--- src/rtl/spm_pkg.sv ---
// Shared types for the serial carry-save resolver and multiplier.
package spm_pkg;
    // Run phase of the sequencer.
    typedef enum logic {
        PH_IDLE = 1'b0,
        PH_RUN  = 1'b1
    } phase_t;
endpackage

--- src/rtl/spm_serial_cpa.sv ---
// Bit-serial carry-propagate adder: folds one carry-save bit pair per clock
// into one binary bit. Assumes both input bits carry the same weight.
// The output is combinational so it can feed the multiplier in the same cycle.
module spm_serial_cpa (
    input  logic clk,
    input  logic rst_n,
    input  logic clr,
    input  logic adv,
    input  logic sum_bit,
    input  logic car_bit,
    output logic bin_bit
);
    logic cy_q;

    // Binary bit of the current weight.
    always_comb bin_bit = sum_bit ^ car_bit ^ cy_q;

    // Single carry flop, cleared at the start of each run.
    always_ff @(posedge clk) begin
        if (!rst_n)
            cy_q <= 1'b0;
        else if (clr)
            cy_q <= 1'b0;
        else if (adv)
            cy_q <= (sum_bit & car_bit) | (sum_bit & cy_q) | (car_bit & cy_q);
    end
endmodule

--- src/rtl/spm_serpar_mult.sv ---
// Serial-parallel multiplier. It adds a_bit*B to the accumulator each step,
// sends out the LSB of the sum and shifts the rest right.
// Assumes the caller zeros a_bit on the flush step after the W operand bits.
module spm_serpar_mult #(
    parameter int W = 17
) (
    input  logic         clk,
    input  logic         rst_n,
    input  logic         load,
    input  logic [W-1:0] b_in,
    input  logic         step,
    input  logic         a_bit,
    output logic         lo_bit,
    output logic         lo_vld,
    output logic [W-1:0] acc
);
    logic [W-1:0] b_q;
    logic [W-1:0] acc_q;
    logic [W-1:0] pp;
    logic [W-1:0] srow;
    logic [W:0]   ch;
    logic [W:0]   row;

    assign ch[0] = 1'b0;

    // One full-adder cell per operand bit forms accumulator + partial product.
    for (genvar j = 0; j < W; j++) begin : g_cell
        assign pp[j]   = a_bit & b_q[j];
        assign srow[j] = acc_q[j] ^ pp[j] ^ ch[j];
        assign ch[j+1] = (acc_q[j] & pp[j]) | (acc_q[j] & ch[j]) | (pp[j] & ch[j]);
    end

    assign row = {ch[W], srow};
    assign acc = acc_q;

    // Operand capture, accumulate-and-shift, and serial output register.
    always_ff @(posedge clk) begin
        if (!rst_n) begin
            b_q    <= '0;
            acc_q  <= '0;
            lo_bit <= 1'b0;
            lo_vld <= 1'b0;
        end else if (load) begin
            b_q    <= b_in;
            acc_q  <= '0;
            lo_bit <= 1'b0;
            lo_vld <= 1'b0;
        end else if (step) begin
            acc_q  <= row[W:1];
            lo_bit <= row[0];
            lo_vld <= 1'b1;
        end else begin
            lo_vld <= 1'b0;
        end
    end
endmodule

--- src/rtl/spm_seq.sv ---
// Run sequencer. It accepts start only when idle, then steps W operand
// cycles plus one flush cycle, and pulses done on the last one.
module spm_seq #(
    parameter int W = 17
) (
    input  logic clk,
    input  logic rst_n,
    input  logic start,
    output logic load,
    output logic step,
    output logic feed,
    output logic busy,
    output logic done
);
    import spm_pkg::*;

    localparam int CW = $clog2(W + 1);

    phase_t        ph_q;
    logic [CW-1:0] cnt_q;
    logic          done_q;

    // Decode the control strobes from the phase and the counter.
    always_comb begin
        busy = (ph_q == PH_RUN);
        load = start && (ph_q == PH_IDLE);
        step = (ph_q == PH_RUN);
        feed = step && (cnt_q < CW'(W));
    end

    assign done = done_q;

    // Phase, step counter and done pulse.
    always_ff @(posedge clk) begin
        if (!rst_n) begin
            ph_q   <= PH_IDLE;
            cnt_q  <= '0;
            done_q <= 1'b0;
        end else begin
            done_q <= 1'b0;
            if (load) begin
                ph_q  <= PH_RUN;
                cnt_q <= '0;
            end else if (step) begin
                if (cnt_q == CW'(W)) begin
                    ph_q   <= PH_IDLE;
                    done_q <= 1'b1;
                end
                cnt_q <= cnt_q + 1'b1;
            end
        end
    end
endmodule

--- src/rtl/spm_cpa_mult.sv ---
// Top: a serial carry-save resolver feeding a serial-parallel multiplier.
// Sends out N+2 low product bits serially, then holds N high bits.
// Assumes cs_sum/cs_carry present bit k in the k-th cycle after start.
module spm_cpa_mult #(
    parameter int N = 16
) (
    input  logic         clk,
    input  logic         rst_n,
    input  logic         start,
    input  logic [N:0]   op_b,
    input  logic         cs_sum,
    input  logic         cs_carry,
    output logic         lo_bit,
    output logic         lo_vld,
    output logic [N-1:0] hi_prod,
    output logic         busy,
    output logic         done
);
    localparam int W = N + 1;

    logic         load;
    logic         step;
    logic         feed;
    logic         bin_bit;
    logic         a_bit;
    logic [W-1:0] acc;

    spm_seq #(.W(W)) seq_i (
        .clk(clk), .rst_n(rst_n), .start(start),
        .load(load), .step(step), .feed(feed), .busy(busy), .done(done)
    );

    spm_serial_cpa cpa_i (
        .clk(clk), .rst_n(rst_n), .clr(load), .adv(feed),
        .sum_bit(cs_sum), .car_bit(cs_carry), .bin_bit(bin_bit)
    );

    // Zero the serial operand on the flush step.
    always_comb a_bit = feed & bin_bit;

    spm_serpar_mult #(.W(W)) mul_i (
        .clk(clk), .rst_n(rst_n), .load(load), .b_in(op_b),
        .step(step), .a_bit(a_bit),
        .lo_bit(lo_bit), .lo_vld(lo_vld), .acc(acc)
    );

    assign hi_prod = acc[N-1:0];
endmodule

--- config.mk ---
export PLATFORM = sky130hd
export DESIGN_NAME = spm_cpa_mult
export DESIGN_NICKNAME = d
export VERILOG_FILES = /design/src/rtl/spm_pkg.sv /design/src/rtl/spm_serial_cpa.sv /design/src/rtl/spm_serpar_mult.sv /design/src/rtl/spm_seq.sv /design/src/rtl/spm_cpa_mult.sv
export SDC_FILE = /design/constraint.sdc
export NUM_CORES = 1
export LEC_CHECK = 0
export ABC_CLOCK_PERIOD_IN_PS = 17500
export CORE_ASPECT_RATIO = 1.25
export CORE_MARGIN = 2
export CORE_UTILIZATION = 30
export CTS_BUF_LIST = sky130_fd_sc_hd__clkbuf_8
export DETAILED_ROUTE_END_ITERATION = 7
export PLACE_DENSITY = 0.61
export SLEW_MARGIN = 15
export SYNTH_ARGS = -nofsm -noshare
export SYNTH_HDL_FRONTEND = slang
export SYNTH_SLANG_ARGS = --single-unit
--- constraint.sdc ---
create_clock -name clk -period 17.5 [get_ports clk]
set_clock_uncertainty 0.1 [all_clocks]
set_input_delay 1.75 -clock clk [delete_from_list [all_inputs] [get_ports clk]]
set_output_delay 1.75 -clock clk [all_outputs]
set_load 0.1 [all_outputs]
* Yosys cells after proc, flatten, opt, wreduce, memory -nomap -nowiden
Index checks and enable logic that the tools add are counted.
** Word-level totals
- Bits in registers :: 44
- Bits of input ports :: 22
- Output and inout port bits :: 20
- Logic and storage cells :: 161
** Cells by class
- Add/subtract/negate cells :: 1
- $lt $le $gt $ge :: 1
- Eq/ne operators :: 1
- Muxes and demuxes :: 5
- Bitwise logic cells :: 141
- Reduce and logical (&&, ||, !) cells :: 4
** Operators by type and width (count)
- 1-bit bitwise AND :: 70
- 1-bit bitwise XOR :: 35
- 1-bit OR :: 34
- 5-bit by 1-bit adder with 5-bit output, second input constant :: 1
- 5-bit equality test, second input constant :: 1
- 5-bit less-than comparator, second input constant :: 1
- 1-bit 2-to-1 mux :: 5
- 3-bit OR reduction :: 1
- 1-bit logical AND :: 2
- 1-bit inverter :: 2
- 2-bit OR reduction :: 1

* Logic depth before layout (Yosys ltp)
Gate-level depths: netlist of run 1.
- Depth after elaboration :: 53
- Gate-level depth with buffers :: 24
- Mapped depth without buffers :: 23

* By module
A second synthesis of run 1 with hierarchy kept.
** Unflattened totals
- Cell total of the unflattened synthesis :: 196
- Area, all modules :: 2207.1 um^2
** By module, submodules not included
- spm_serpar_mult :: instances 1, cells an instance 157, area each 1796.7 um^2, seq. area each 720.7 um^2
- spm_seq :: instances 1, cells an instance 34, area each 341.6 um^2, seq. area each 140.1 um^2
- spm_serial_cpa :: instances 1, cells an instance 4, area each 62.6 um^2, seq. area each 20.0 um^2
- spm_cpa_mult :: instances 1, cells an instance 1, area each 6.3 um^2, seq. area each 0.0 um^2

* Least setup slack after synthesis of run 1
No wires, ideal clock.
- Path kind :: input port to flip-flop
- From :: input port cs_sum
- To :: register mul_i.acc_q[15] (netlist: mul_i.acc[15])
- Setup time :: 0.086 ns
- Arrival :: 9.237 ns
- Path slack :: 8.077 ns
- Stages on the path :: 24
- Buffers on the path :: 1
- Cell sequence :: inv_1 -> fa_1 -> nor3_4 -> buf_4 -> and2_1 -> ha_1 -> fa_1 -> fa_1 -> fa_1 -> fa_1 -> fa_1 -> fa_1 -> fa_1 -> fa_1 -> fa_1 -> fa_1 -> fa_1 -> fa_1 -> fa_1 -> fa_1 -> fa_1 -> inv_1 -> fa_1 -> a211oi_1
** Between the ends
- Cells in the longest elaborated chain, start to end :: 51
** RTL lines
- from (decl) :: RTL line spm_cpa_mult.sv:11 : input logic cs_sum,
- 1-bit bitwise XOR (*) (2 in a row) :: RTL line spm_serial_cpa.sv:16 : always_comb bin_bit = sum_bit ^ car_bit ^ cy_q;
- 1-bit bitwise AND (*) :: RTL line spm_cpa_mult.sv:39 : always_comb a_bit = feed & bin_bit;
- 1-bit bitwise AND :: RTL line spm_serpar_mult.sv:28 : assign pp[j] = a_bit & b_q[j];
- 1-bit bitwise AND (2 in a row) :: RTL line spm_serpar_mult.sv:30 : assign ch[j+1] = (acc_q[j] & pp[j]) | (acc_q[j] & ch[j]) | (pp[j] & ch[j]);
- 1-bit OR (2 in a row) :: RTL line spm_serpar_mult.sv:30
- 1-bit bitwise AND :: RTL line spm_serpar_mult.sv:30
- 1-bit OR (2 in a row) :: RTL line spm_serpar_mult.sv:30
- 1-bit bitwise AND :: RTL line spm_serpar_mult.sv:30
- [27 not listed]
- 1-bit OR (2 in a row) :: RTL line spm_serpar_mult.sv:30
- 1-bit bitwise AND :: RTL line spm_serpar_mult.sv:30
- 1-bit OR (2 in a row) :: RTL line spm_serpar_mult.sv:30
- 1-bit bitwise AND :: RTL line spm_serpar_mult.sv:30
- 1-bit OR (2 in a row) :: RTL line spm_serpar_mult.sv:30
- 1-bit bitwise AND :: RTL line spm_serpar_mult.sv:30
- 1-bit OR (2 in a row) :: RTL line spm_serpar_mult.sv:30
- 1-bit bitwise XOR (*) :: RTL line spm_serpar_mult.sv:29 : assign srow[j] = acc_q[j] ^ pp[j] ^ ch[j];
- to (signal assigned) :: RTL line spm_serpar_mult.sv:49 : acc_q <= row[W:1];
- to (decl) :: RTL line spm_serpar_mult.sv:18 : logic [W-1:0] acc_q;
Mark *: on every way between the ends. The rest lies on a longest branch, timed or not.
A chain may end at the register's enable or synchronous reset.

* Worst setup path after layout of run 1
Same ends and word-level chain as after synthesis.

==> results.md, run 1 <==
* Status: completed
* Sequential area share after synthesis at 39.4%
* Final setup margin at 7770 ps
* WP data required at 17,600 ps
* Die height at 101 um
* PortBufs at 41
* Synth Area in Compound Gates at 7.67%
* Post-synthesis cell count at 230
* Setup TNS Final at 0 ps
* Minimum clock period at 9730 ps
* Max Clock Freq at 103 MHz
* Root Buffer Master: clkbuf_8
* Layout cell share with drive strength beyond 1 at 3.95%
* Placer congestion estimate at 0.691
* #FFs+latches synth at 44
* Endpoints failing setup at 0
* Hold-fix buffers at CTS at 0
* Placed cell area at 0.00260 mm^2
* TritonCTS clock tree: done
* Drt wl/cell at 11.9 um
* Slew headroom at 34.7%
* Syn_nets at 272
* Via/cell ratio at 4.32
* Final Power at 0.209 mW
* Yosys warns at 0
* Vias at 1,491
* Xor and xnor fraction of the mapped netlist area at 1.57%
* Pleak at 1.07 nW
* Die Area at 0.00816 mm^2
* First-pass GRT wire length at 6930 um
* CTS Buf Count at 5
* Post_cts resized at 0
* Fin area at 0.00271 mm^2
* Initial Utilization at 30.6%
* # DRC at 0
* Worst path arrival time at 9830 ps
* Initial drt markers at 70
* Final antenna-violating net count at 0
* Fin crit share at 55.6%
* Max FO, Critical Path at 17
* Synth unique cells at 26
* DRT Pass-1 Iters at 4
* Adder-cell share of the synthesized area at 16.9%
* Antenna cells at 0
* Clock transition at path regs at 80 ps
* Initial antenna violation count at 0
* Mapped Area at 0.00224 mm^2
* Area grow syn2layout at 21.3%
* H-tree depth at 2
* Gr usage total at 11.2%
* # rows at 35
* Latest clock arrival within the worst-skew pair at 300 ps
* Hold WC Path Type: reg2reg
* GRT overflow at 0
* I/O Pins at 42
* Worst-Margin Slew at 977 ps
* VDD IR max at 37.8 uV
* Crit. End Element: register
* Routed WL at 4100 um
* CP startpoint kind: input port
* TritonCTS Sinks at 44
* Pwr/cell area at 77.2 mW/mm^2
* Simple-gate share of the synthesized area at 18.4%
* Main combinational cell family by area after synthesis: simple AND/OR/NAND/NOR gates
* Max Cap Viol at 0
* Post-DP HPWL at 2910 um
* Total Nets Final at 294
* Vias in the first global route at 1,496
* Max-slew violations at 0
* Setup slack at placement at 7430 ps
* Post-Synthesis Mean Instance Area at 9.72 um^2
* Post-synthesis mux area share at 7.16%
* RSZ-0062 raised after global routing: no
* Setup CP Type: in2reg
* Longest Clk Path Bufs at 2
* Maximum number of pins on one net before global-route repair at 33
* Final hold viol count at 0
* Die width at 81.2 um
* Postcts setup bufs at 0
* CORE AREA at 0.00731 mm^2
[synth_stat cells]
cell | instances | area [um^2]
a21boi_0 | 7 | 52.6
a21boi_1 | 10 | 75.1
nand2_1 | 38 | 143
a21oi_1 | 1 | 5.00
inv_1 | 7 | 26.3
nand4bb_1 | 1 | 11.3
a211oi_1 | 3 | 22.5
nor2_1 | 24 | 90.1
ha_1 | 3 | 37.5
nor2b_1 | 3 | 18.8
nand2b_1 | 1 | 6.26
nor3b_1 | 1 | 7.51
clkbuf_1 | 6 | 22.5
o41a_1 | 1 | 11.3
xor2_1 | 3 | 26.3
o21ai_1 | 1 | 5.00
mux2i_1 | 16 | 160
nor3_4 | 1 | 16.3
nand4_1 | 2 | 12.5
and2_1 | 17 | 106
buf_2 | 3 | 15.0
xnor2_1 | 1 | 8.76
buf_4 | 17 | 128
dfxtp_1 | 44 | 881
fa_1 | 17 | 340
buf_1 | 2 | 7.51
[metal layers]
metal  wire length (um)  share of wire [%]  GRT usage [%]  up-vias
met5                  0                  0              0        -
met4                 63                1.5           4.69        0
met3                213                5.2           3.14        6
met2               1910                 47           17.9       33
met1               1910                 47           14.2      695
li1                   -                  -              -      757
[state kept, by name, summed over array words and instances (netlist names)]
register and cells:
mul_i.acc 17, mul_i.b_q 17, seq_i.cnt_q 5, cpa_i.cy_q 1, mul_i.lo_bit 1, mul_i.lo_vld 1, seq_i.busy 1, seq_i.done 1
[layout by cell type, fill, tap and decap left out, drive strengths merged, types with 2 or more instances in the layout]
| cell | Yosys | layout |
|---|---|---|
| nor2 | 24 | 24 |
| buf | 22 | 2 |
| inv | 7 | 8 |
| nand4 | 2 | 2 |
| fa | 17 | 17 |
| nand2 | 38 | 38 |
| mux2i | 16 | 16 |
| clkbuf | 6 | 5 |
| xor2 | 3 | 3 |
| nor2b | 3 | 3 |
| clkdlybuf4s50 | 0 | 41 |
| dfxtp | 44 | 44 |
| ha | 3 | 3 |
| a21boi | 17 | 17 |
| a211oi | 3 | 3 |
| and2 | 17 | 17 |
[through the flow]
step                      instances  hold WS [ps]  util (%)
after floorplan                 230           330         -
after global placement          337           340      35.6
after detailed placement        337           345      35.6
after CTS                       345           358      37.1
after global routing            345           387      37.1
final                           345           354      37.1
[worst max-delay path, cell delays in order]
cell and delay, ps:
clkdlybuf4s50_1 450, inv_1 50, fa_1 580, nor3_4 100, and2_1 180, ha_1 180, fa_1 380, fa_1 400
fa_1 390, fa_1 390, fa_1 380, fa_1 390, fa_1 390, fa_1 390, fa_1 390, fa_1 390
fa_1 390, fa_1 390, fa_1 390, fa_1 390, fa_1 360, inv_1 70, fa_1 400, a211oi_1 240
[where the power goes]
group | internal [mW] | total, mW | switching (mW)
logic | 0.0115 | 0.0277 | 0.0162
registers | 0.104 | 0.106 | 0.00201
clock network | 0.0418 | 0.0759 | 0.0341
[worst paths after layout]
| kind | startpoint | to | slack [ps] | cells past startpoint |
|---|---|---|---|---|
| setup / recovery | cs_sum | mul_i.acc[15]$_SDFFE_PP0P_ | 7770 | 24 |
| setup reg to reg | cpa_i.cy_q$_SDFFE_PP0N_ | mul_i.acc[15]$_SDFFE_PP0P_ | 9410 | 23 |
| hold / removal | mul_i.b_q[11]$_SDFFE_PN0P_ | mul_i.b_q[11]$_SDFFE_PN0P_ | 350 | 2 |
| hold reg to reg | mul_i.b_q[11]$_SDFFE_PN0P_ | mul_i.b_q[11]$_SDFFE_PN0P_ | 350 | 2 |
[kinds of logic after synthesis]
logic type,Yosys count
compound gates,23
buf+inv,35
mux,16
simple gates,88
xor+xnor,4
fa+ha+maj,20
flops,44
[cell type report]
cell class | count | area [um^2]
multi-input combinational | 151 | 1160
timing repair buffer | 43 | 425
inverter | 7 | 26.3
fill | 747 | 4600
clock inverter | 3 | 38.8
clock buffer | 5 | 68.8
tap | 92 | 115
sequential | 44 | 881
Note: power is estimated with default switching activity, not from simulation.
==> run 2, diff against run 1 <==
--- a/config.mk
+++ b/config.mk
@@ -5,7 +5,7 @@
 export SDC_FILE = /design/constraint.sdc
 export NUM_CORES = 1
 export LEC_CHECK = 0
-export ABC_CLOCK_PERIOD_IN_PS = 17500
+export ABC_CLOCK_PERIOD_IN_PS = 9600
 export CORE_ASPECT_RATIO = 1.25
 export CORE_MARGIN = 2
 export CORE_UTILIZATION = 30
==> constraint.sdc (replaced) <==
create_clock -name clk -period 9.6 [get_ports clk]
set_clock_uncertainty 0.1 [all_clocks]
set_input_delay 0.96 -clock clk [delete_from_list [all_inputs] [get_ports clk]]
set_output_delay 0.96 -clock clk [all_outputs]
set_load 0.1 [all_outputs]
==> run 2 against run 1 <==
Effect of this change: global-route usage grew 0.089 points; sequential share of layout area grew 0.21 points; largest cell class unchanged; critical path type unchanged; critical endpoint unchanged; critical path depth is the same.
==> results.md, run 2 (same netlist as run 1, synthesis figures left out) <==
* Commonest non-fill, non-tap cell in the layout: dfxtp_1
* Final hold viol count at 0 (unchanged)
* Longest Clk Path Bufs at 2 (unchanged)
* Postcts setup bufs at 0 (unchanged)
* # DRC at 0 (unchanged)
* Max FO, Critical Path at 17 (unchanged)
* TritonCTS clock tree: done
* Root Buffer Master: clkbuf_8
* VDD IR max at 51.6 uV (+37%)
* Hold WC Path Type: reg2reg
* Fin area at 0.00269 mm^2 (-0.65%)
* Final Power at 0.360 mW (+72%)
* Endpoints failing setup at 0 (unchanged)
* I/O Pins at 42 (unchanged)
* Crit. End Element: register
* Worst path arrival time at 9050 ps (-780 ps)
* Drt wl/cell at 11.8 um (-0.56%)
* Commonest non-fill, non-tap cells in the layout: dfxtp_1 (44), clkdlybuf4s50_1 (41), nand2_1 (38)
* GRT overflow at 0 (unchanged)
* Placed cell area at 0.00260 mm^2 (unchanged)
* Vias at 1,491 (unchanged)
* Routed WL at 4070 um (-0.56%)
* Initial Utilization at 30.6% (unchanged)
* Latest clock arrival within the worst-skew pair at 300 ps (about the same)
* Vias in the first global route at 1,517 (+1.4%)
* Post_cts resized at 0 (unchanged)
* Via/cell ratio at 4.32 (unchanged)
* CTS Buf Count at 5 (unchanged)
* Fin Hold WS at 356 ps (+2.24 ps)
* TritonCTS Sinks at 44 (unchanged)
* Die height at 101 um (unchanged)
* Final antenna-violating net count at 0 (unchanged)
* Gr usage total at 11.3% (+0.089 points)
* Pwr/cell area at 133 mW/mm^2 (+73%)
* # rows at 35 (unchanged)
* RSZ-0062 raised after global routing: no
* Slew headroom at 34.7% (+0.056 points)
* Initial drt markers at 73 (+4.3%)
* Die Area at 0.00816 mm^2 (unchanged)
* Max-slew violations at 0 (unchanged)
* H-tree depth at 2 (unchanged)
* Worst-Margin Slew at 976 ps (-0.834 ps)
* Setup TNS Final at 0 ps (unchanged)
* Minimum clock period at 8950 ps
* Pleak at 1.07 nW (-0.52%)
* Initial antenna violation count at 0 (unchanged)
* Final setup margin at 651 ps (-7120 ps)
* Maximum number of pins on one net before global-route repair at 33 (unchanged)
* CP startpoint kind: input port
* Die width at 81.2 um (unchanged)
* Total Nets Final at 294 (unchanged)
* Antenna cells at 0 (unchanged)
* Max Clock Freq at 112 MHz
* Max Cap Viol at 0 (unchanged)
* CORE AREA at 0.00731 mm^2 (unchanged)
* Post-DP HPWL at 2920 um (+0.31%)
* First-pass GRT wire length at 6930 um (-0.10%)
* Hold-fix buffers at CTS at 0 (unchanged)
* Placer congestion estimate at 0.691 (unchanged)
* Status: completed
* Fin crit share at 93.2%
* Setup slack at placement at 295 ps (-7130 ps)
* PortBufs at 41 (unchanged)
* Area grow syn2layout at 20.5%
* WP data required at 9700 ps (-7900 ps)
* Setup CP Type: in2reg
* DRT Pass-1 Iters at 4 (unchanged)
* Layout cell share with drive strength beyond 1 at 3.56% (-0.40 points)
* Clock transition at path regs at 80 ps (about the same)
## run 2: area by class of cell
type	instances	area (um^2)
Timing Repair Buffer	43	425
Tap cell	92	115
Inverter	7	26.3
Multi-Input combinational cell	151	1160
Fill cell	751	4620
Sequential cell	44	881
Clock inverter	2	7.51
Clock buffer	6	82.6
## run 2: final timing paths
| path | slack, ps | startpoint | cells past startpoint | endpoint |
|---|---|---|---|---|
| setup / recovery | 650 | cs_sum | 24 | mul_i.acc[15]$_SDFFE_PP0P_ |
| hold / removal | 360 | mul_i.b_q[9]$_SDFFE_PN0P_ | 2 | mul_i.b_q[9]$_SDFFE_PN0P_ |
| setup reg to reg | 1510 | cpa_i.cy_q$_SDFFE_PP0N_ | 23 | mul_i.acc[15]$_SDFFE_PP0P_ |
| hold reg to reg | 360 | mul_i.b_q[9]$_SDFFE_PN0P_ | 2 | mul_i.b_q[9]$_SDFFE_PN0P_ |
## run 2: metal layers
metal,GRT usage (%),up-vias,part of all wire [%]
li1,-,756,-
met1,13.5,695,47
met2,18.8,34,46
met3,3.23,6,5.1
met4,5.08,0,1.9
met5,0,-,0
## run 2: where the power goes
group	internal, mW	leakage [nW]	switching (mW)	total (mW)
Combinational	0.0209	0.655	0.0296	0.0505
Clock	0.0566	0.0538	0.0600	0.117
Sequential	0.189	0.358	0.00366	0.193
## run 2: critical path, cell delays in order
cell and delay [ps]:
clkdlybuf4s50_1 450, inv_1 50, fa_1 580, nor3_4 100, and2_1 190, ha_1 180
fa_1 380, fa_1 400, fa_1 390, fa_1 390, fa_1 380, fa_1 390
fa_1 390, fa_1 390, fa_1 390, fa_1 390, fa_1 400, fa_1 390
fa_1 390, fa_1 390, fa_1 360, inv_1 70, fa_1 400, a211oi_1 230
## run 2: per-stage QoR
stage | utilization (%) | std cells
2_1_floorplan | - | 230
3_3_place_gp | 35.6 | 337
3_5_place_dp | 35.6 | 337
4_1_cts | 36.8 | 345
5_1_grt | 36.8 | 345
6_report | 36.8 | 345
==> run 3, diff against run 2 <==
--- a/config.mk
+++ b/config.mk
@@ -10,6 +10,7 @@
 export CORE_MARGIN = 2
 export CORE_UTILIZATION = 30
 export CTS_BUF_LIST = sky130_fd_sc_hd__clkbuf_8
+export CTS_CLUSTER_SIZE = 28
 export DETAILED_ROUTE_END_ITERATION = 7
 export PLACE_DENSITY = 0.61
 export SLEW_MARGIN = 15
==> results of run 3 <==
Same layout as run 2: the final DEF is identical, and so are final timing and power.
